**config.mk**
```make
export PLATFORM = sky130hd
export DESIGN_NAME = pinsel_clkdiv
export DESIGN_NICKNAME = d
export VERILOG_FILES = /design/src/rtl/pinsel_clkdiv_pkg.sv /design/src/rtl/pcd_div_slice.sv /design/src/rtl/pcd_state_pick.sv /design/src/rtl/pcd_out_route.sv /design/src/rtl/pinsel_clkdiv.sv
export SDC_FILE = /design/constraint.sdc
export NUM_CORES = 1
export LEC_CHECK = 0
export BUFFER_PORTS_ARGS = -buffer_cell sky130_fd_sc_hd__buf_2
export CORE_ASPECT_RATIO = 0.7
export CORE_UTILIZATION = 58
export DETAILED_ROUTE_END_ITERATION = 10
export GPL_ROUTABILITY_DRIVEN = 0
export MAX_ROUTING_LAYER = met4
export PLACE_DENSITY_LB_ADDON = 0.3
export SKIP_LAST_GASP = 1
export SYNTH_ARGS = -nofsm -noshare
export SYNTH_HDL_FRONTEND = slang
export SYNTH_SLANG_ARGS = --single-unit
```
**constraint.sdc**
```tcl
create_clock -name clk_src -period 3.4 [get_ports clk_src]
set_input_delay 0.34 -clock clk_src [delete_from_list [all_inputs] [get_ports clk_src]]
set_output_delay 0.34 -clock clk_src [all_outputs]
set_load 0.1 [all_outputs]
```
**src/rtl/pinsel_clkdiv_pkg.sv**
```systemverilog
`timescale 1ns/1ps
package pinsel_clkdiv_pkg;

  localparam int PCD_DIV_W   = 7;
  localparam int PCD_SEL_W   = 3;
  localparam int PCD_NUM_DIV = 3;

  typedef enum logic [1:0] {
    ST_OFF = 2'b00,
    ST_HIZ = 2'b01,
    ST_LOW = 2'b10,
    ST_ON  = 2'b11
  } st_code_e;

  // power-on values for the configuration that feeds this block
  localparam logic [1:0] PCD_DEF_CODE_A = 2'b01;
  localparam logic [1:0] PCD_DEF_CODE_B = 2'b11;
  localparam logic [7:0] PCD_DEF_PICK   = 8'b0000_0010;

  // divider counts in codes 01 and 11
  function automatic logic code_runs(input logic [1:0] c);
    return c[0];
  endfunction

  // pad is actively driven in codes 10 and 11
  function automatic logic code_drives(input logic [1:0] c);
    return c[1];
  endfunction

endpackage

```
**src/rtl/pcd_div_slice.sv**
```systemverilog
`timescale 1ns/1ps
module pcd_div_slice
  import pinsel_clkdiv_pkg::*;
#(
  parameter int DIV_W = PCD_DIV_W
) (
  input  logic             clk,
  input  logic             rst_n,
  input  logic [DIV_W-1:0] ratio_i,
  input  st_code_e         code_i,
  output logic             clk_o,
  output logic             bnd_o,
  output logic [DIV_W-1:0] ratio_o,
  output logic [1:0]       code_o,
  output logic [DIV_W-1:0] cnt_o,
  output logic             hi_o
);

  localparam logic [DIV_W-1:0] ONE = DIV_W'(1);

  logic [DIV_W-1:0] ratio_q;
  logic [DIV_W-1:0] cnt_q;
  logic [DIV_W-1:0] cnt_nx;
  st_code_e         code_q;
  logic             hi_q;
  logic             run_q;

  assign run_q  = code_runs(code_q) && (ratio_q != '0);
  assign bnd_o  = !run_q || (cnt_q == ratio_q - ONE);
  assign cnt_nx = cnt_q + ONE;

  always_ff @(posedge clk or negedge rst_n) begin
    if (!rst_n) begin
      ratio_q <= '0;
      code_q  <= ST_OFF;
      cnt_q   <= '0;
      hi_q    <= 1'b0;
    end else if (bnd_o) begin
      ratio_q <= ratio_i;
      code_q  <= code_i;
      cnt_q   <= '0;
      hi_q    <= code_runs(code_i) && (ratio_i > ONE);
    end else begin
      cnt_q   <= cnt_nx;
      hi_q    <= cnt_nx < (ratio_q >> 1);
    end
  end

  assign clk_o   = (run_q && ratio_q == ONE) ? clk : hi_q;
  assign ratio_o = ratio_q;
  assign code_o  = code_q;
  assign cnt_o   = cnt_q;
  assign hi_o    = hi_q;

endmodule

```
**src/rtl/pcd_state_pick.sv**
```systemverilog
`timescale 1ns/1ps
module pcd_state_pick
  import pinsel_clkdiv_pkg::*;
#(
  parameter int SEL_W = PCD_SEL_W,
  localparam int NSET = 1 << SEL_W
) (
  input  logic [SEL_W-1:0] sel,
  input  logic [NSET-1:0]  set_bits,
  input  st_code_e         def_a,
  input  st_code_e         def_b,
  output st_code_e         code_o
);

  assign code_o = set_bits[sel] ? def_b : def_a;

endmodule

```
**src/rtl/pcd_out_route.sv**
```systemverilog
`timescale 1ns/1ps
module pcd_out_route
  import pinsel_clkdiv_pkg::*;
#(
  parameter int NUM_IN = 2,
  parameter int SEL_W  = 1
) (
  input  logic [NUM_IN-1:0]      clk_in,
  input  logic [NUM_IN-1:0][1:0] code_in,
  input  logic [SEL_W-1:0]       sel,
  output logic                   y_o,
  output logic                   oe_o
);

  always_comb begin
    y_o  = 1'b0;
    oe_o = 1'b0;
    for (int k = 0; k < NUM_IN; k++) begin
      if (int'(sel) == k) begin
        oe_o = code_drives(code_in[k]);
        y_o  = (code_in[k] == ST_ON) && clk_in[k];
      end
    end
  end

endmodule

```
**src/rtl/pinsel_clkdiv.sv**
```systemverilog
`timescale 1ns/1ps
module pinsel_clkdiv
  import pinsel_clkdiv_pkg::*;
#(
  parameter int DIV_W   = PCD_DIV_W,
  parameter int SEL_W   = PCD_SEL_W,
  parameter int NUM_DIV = PCD_NUM_DIV,
  localparam int NSET     = 1 << SEL_W,
  localparam int ROUTE2_W = $clog2(NUM_DIV + 1)
) (
  input  logic                     clk_src,
  input  logic                     rst_n,
  input  logic [SEL_W-1:0]         sel_pin,
  input  logic [NSET-1:0]          set_pick,
  input  logic [1:0]               st_def0,
  input  logic [1:0]               st_def1,
  input  logic [NUM_DIV*DIV_W-1:0] div_ratio,
  input  logic                     y1_route,
  input  logic [ROUTE2_W-1:0]      y2_route,
  output logic                     y1_clk,
  output logic                     y1_oe,
  output logic                     y2_clk,
  output logic                     y2_oe,
  output logic                     pwr_down
);

  st_code_e                       code_now;
  logic [NUM_DIV-1:0]             dclk_w;
  logic [NUM_DIV-1:0]             bnd_w;
  logic [NUM_DIV-1:0]             hi_w;
  logic [NUM_DIV-1:0][DIV_W-1:0]  ratio_w;
  logic [NUM_DIV-1:0][DIV_W-1:0]  cnt_w;
  logic [NUM_DIV-1:0][1:0]        codeq_w;
  logic                           pd_q;

  pcd_state_pick #(.SEL_W(SEL_W)) pick_i (
    .sel      (sel_pin),
    .set_bits (set_pick),
    .def_a    (st_code_e'(st_def0)),
    .def_b    (st_code_e'(st_def1)),
    .code_o   (code_now)
  );

  for (genvar k = 0; k < NUM_DIV; k++) begin : g_div
    pcd_div_slice #(.DIV_W(DIV_W)) slice_i (
      .clk     (clk_src),
      .rst_n   (rst_n),
      .ratio_i (div_ratio[k*DIV_W +: DIV_W]),
      .code_i  (code_now),
      .clk_o   (dclk_w[k]),
      .bnd_o   (bnd_w[k]),
      .ratio_o (ratio_w[k]),
      .code_o  (codeq_w[k]),
      .cnt_o   (cnt_w[k]),
      .hi_o    (hi_w[k])
    );
  end

  pcd_out_route #(.NUM_IN(2), .SEL_W(1)) route1_i (
    .clk_in  (dclk_w[1:0]),
    .code_in (codeq_w[1:0]),
    .sel     (y1_route),
    .y_o     (y1_clk),
    .oe_o    (y1_oe)
  );

  pcd_out_route #(.NUM_IN(NUM_DIV), .SEL_W(ROUTE2_W)) route2_i (
    .clk_in  (dclk_w),
    .code_in (codeq_w),
    .sel     (y2_route),
    .y_o     (y2_clk),
    .oe_o    (y2_oe)
  );

  always_ff @(posedge clk_src or negedge rst_n) begin
    if (!rst_n) pd_q <= 1'b0;
    else        pd_q <= (code_now == ST_OFF);
  end

  assign pwr_down = pd_q;

endmodule

```
==> results by group <==
Place
  – PortBufs: 45
  – HPWL Detailed: 5420 um

Timing
  – Min Hold Slack: -0.00426 ns
  – Clk_skew: approximately 0.0047 ns
  – Setup Total Neg Slack: 0 ns
  – Unrepaired setup endpoints after global routing: no
  – Slew headroom: slightly above 50%
  – Final hold violations: 20
  – Fin. max-slew vios: 0
  – Setup-failing EPs final: 0
  – Worst Max-Slew Pin Slew: 0.719 ns

Hold path
  – Worst min path class: input pin to async pin

Clocking
  – CTS clk-pin slew, worst paths: roughly 0.090 ns
  – CTS tree: built
  – Total setup buffers inserted after CTS: 0
  – CTS Hold Bufs: 0
  – Clock latency on the worst-skew pair: between 0.4 and 0.5 ns

Floorplan
  – Die Width: around 94 um
  – Initial core utilization: 60.1%
  – Site Rows: 23
  – # IOs: 46
  – Die Area: between 6000 and 7000 um^2
  – Core ar.: between 5000 and 6000 um^2
  – Die Y: between 60 and 70 um

Worst setup path
  – Crit Path Max Fanout: 2
  – Worst flop-to-flop path endpoint: g_div[2].slice_i.ratio_o[4]
  – Reg-to-reg slack, setup: ~0.56 ns
  – Crit start category: clock port
  – CP cell instances: clkbuf_8 -> clkbuf_8 -> clkbuf_8 -> mux2_4 -> clkbuf_8 -> a32oi_4 -> o22ai_2 -> buf_12
  – Crit-path max cell delay: 0.28 ns
  – Critical path type: clock port to output pin
  – Critical Path Most Common Cell: clkbuf_8
  – Worst reg2reg startpoint: g_div[2].slice_i.ratio_o[1]
  – WP data required: about 3 ns
  – R2r worst-path depth: 8
  – Buf+Inv Stages, Crit Path: 5
  – Slowest CP cell: mux2_4
  – Worst path arrival time: 3.00 ns
  – Crit-path leading delay family: buffers and inverters
  – Worst setup EP type: output pin

Yosys
  – Seq/Total Area, Yosys: between 30% and 40%
  – Post-Syn Nets: 403
  – Largest family of logic cells by synthesized area: simple AND/OR/NAND/NOR gates
  – Mux share of post-synthesis cell area: about an eighth
  – Xor/xnor share of the synthesized area: between 10% and 20%
  – Synth Warn #: 0
  – Count of cell types in the netlist: 45
  – Synth Flop Type: dfrtp_1
  – Simple logic cell fraction of the synthesized area: 15.3%
  – Cells after Synth: 335
  – Syn Std Cell Area: 3430 um^2
  – Number of enable flip-flop cells after synthesis: 0
  – Post-synthesis adder-cell area fraction: roughly 9.9%
  – Yosys reg bits: 52
  – Post-synthesis async set-or-reset flop share: 100%
  – Synth Area in Compound Gates: 8.65%
  – Syn Area/Cell: 10.2 um^2

Run
  – Max-cap check violation count: 0

Power and ir drop
  – PwrDens: about 1100 nW/um^2
  – Worst VDD drop: between 0.0004 and 0.0005 V
  – Total Power: 4.27 mW
  – Leakage Power: ~1.9 nW

Status
  – Violated checks: hold timing
  – Status: complete, but fails checks

Drt
  – Vias post-DR: 2741
  – Wire length per cell: ~17 um
  – Residual DRC: 0
  – Final WL: 7750 um
  – ANT nets after route: 0
  – First drt pass iteration count: 5
  – Vias/cell: about 5.9
  – DRT iter0 DRCs: between 150 and 200

Layout
  – P&R area growth vs syn: 16.6%
  – N_diodes: 0
  – Fin nets: 458
  – Most common cell after layout, fill and taps aside: dfrtp_1
  – Share of layout cells above drive strength 1: 26.0%
  – Most frequent cells in the layout: dfrtp_1, buf_2, xnor2_1
  – FILL cells: 435

Global route
  – Vias in the first global route: approximately 2800
  – Largest net degree at the start of global routing: 35
  – First-pass GRT wire length: roughly 13000 um
  – Antenna violations before repair: 0
  – GRT Residual Overflow: 0
  – Aggregate global-route resource usage: roughly 30%
synth_stat cells (all sizes together) (4+ instances only):
cell / count / area [um^2]
dfrtp: 52 / 1300
mux2: 30 / 342
xnor2: 28 / 245
ha: 27 / 338
inv: 27 / 101
nor2: 18 / 67.6
nand2: 17 / 63.8
nand3: 17 / 85.1
xor2: 15 / 131
nor2b: 12 / 75.1
a21oi: 10 / 50.1
and2: 9 / 56.3
nor3: 8 / 40.0
o21ai: 7 / 35.0
clkbuf: 6 / 22.5
nor4: 5 / 31.3
a21o: 4 / 30.0
mux2i: 4 / 40.0
worst max-delay path by stage:
stage | from | to | slack, ns | cells after the start
after floorplan | g_div[0].slice_i.ratio_o[2] | y2_clk | 0.21 | 7
after global placement | clk_src | y2_clk | 0.56 | 4
after detailed placement | clk_src | y2_clk | 0.56 | 4
after CTS | clk_src | y2_clk | 0.03 | 8
after global routing | clk_src | y2_clk | 0.02 | 8
final | clk_src | y2_clk | 0.06 | 8
power by group:
group | leakage [nW] | internal (mW) | total [mW] | switching (mW)
logic | 1.09 | 1.07 | 2.14 | 1.07
clock network | 0.174 | 0.410 | 0.787 | 0.377
registers | 0.607 | 0.918 | 1.34 | 0.424
total | 1.87 | 2.40 | 4.27 | 1.87
per-layer routing:
metal,routed length [um],GRT usage (%),part of all wire (%),vias up
met5,0,-,0,-
met4,139,17.3,1.8,0
met3,557,9.08,7.2,18
met2,3350,40.4,43,100
met1,3710,39.1,48,1344
li1,-,-,-,1279
worst reg2reg max path, delay by kind of cell, from the launching register on:
family	cells	cell delay [ns]
DFF	1	0.46
adders and majority gates	1	0.32
muxes	1	0.41
buffers and inverters	1	0.15
AOI/OAI and AO/OA	3	0.88
and+or+nand+nor	2	0.51
area by class of cell:
class                      count  area (um^2)  share of cell area (%)
multi-input combinational    248         2020                    50.5
clock buffer                  19          229                    5.73
tap                           75         93.8                    2.35
inverter                      27          101                    2.54
timing repair buffer          45          230                    5.76
sequential                    52         1300                    32.6
clock inverter                 2         22.5                   0.564
kinds of logic (layout without fill, tap and decap cells):
family / after synthesis / count (layout)
adder cells (fa/ha/maj): 27 / 27
XOR/XNOR: 44 / 44
buffers and inverters: 35 / 93
flip-flops: 52 / 52
AND/OR/NAND/NOR: 100 / 100
AO/OA/AOI/OAI: 41 / 41
multiplexers: 36 / 36
per-stage QoR:
stage / std cells / cell area (um^2) / worst slack, ns / utilization [%]
finish: 468 / 4000 / 0.0555 / 70.1
global route: 468 / 4000 / 0.0151 / 70.1
CTS: 468 / 3990 / 0.0270 / 69.9
detailed placement: 449 / 3720 / 0.556 / 65.3
global placement: 449 / 3720 / 0.556 / 65.3
floorplan: 335 / 3430 / 0.210 / -
flip-flops by register name, summed over array words and instances (netlist names):
register	count
g_div.slice_i.ratio_o	21
g_div.slice_i.code_o	6
g_div.slice_i.cnt_o	21
pwr_down	1
g_div.slice_i.hi_o	3
repair_timing:
item / CTS / global route
setup endpoints to repair: 2 / 1
pin swaps: 2 / 0
resized for setup: 8 / 1
(Power assumes the default switching activity.)
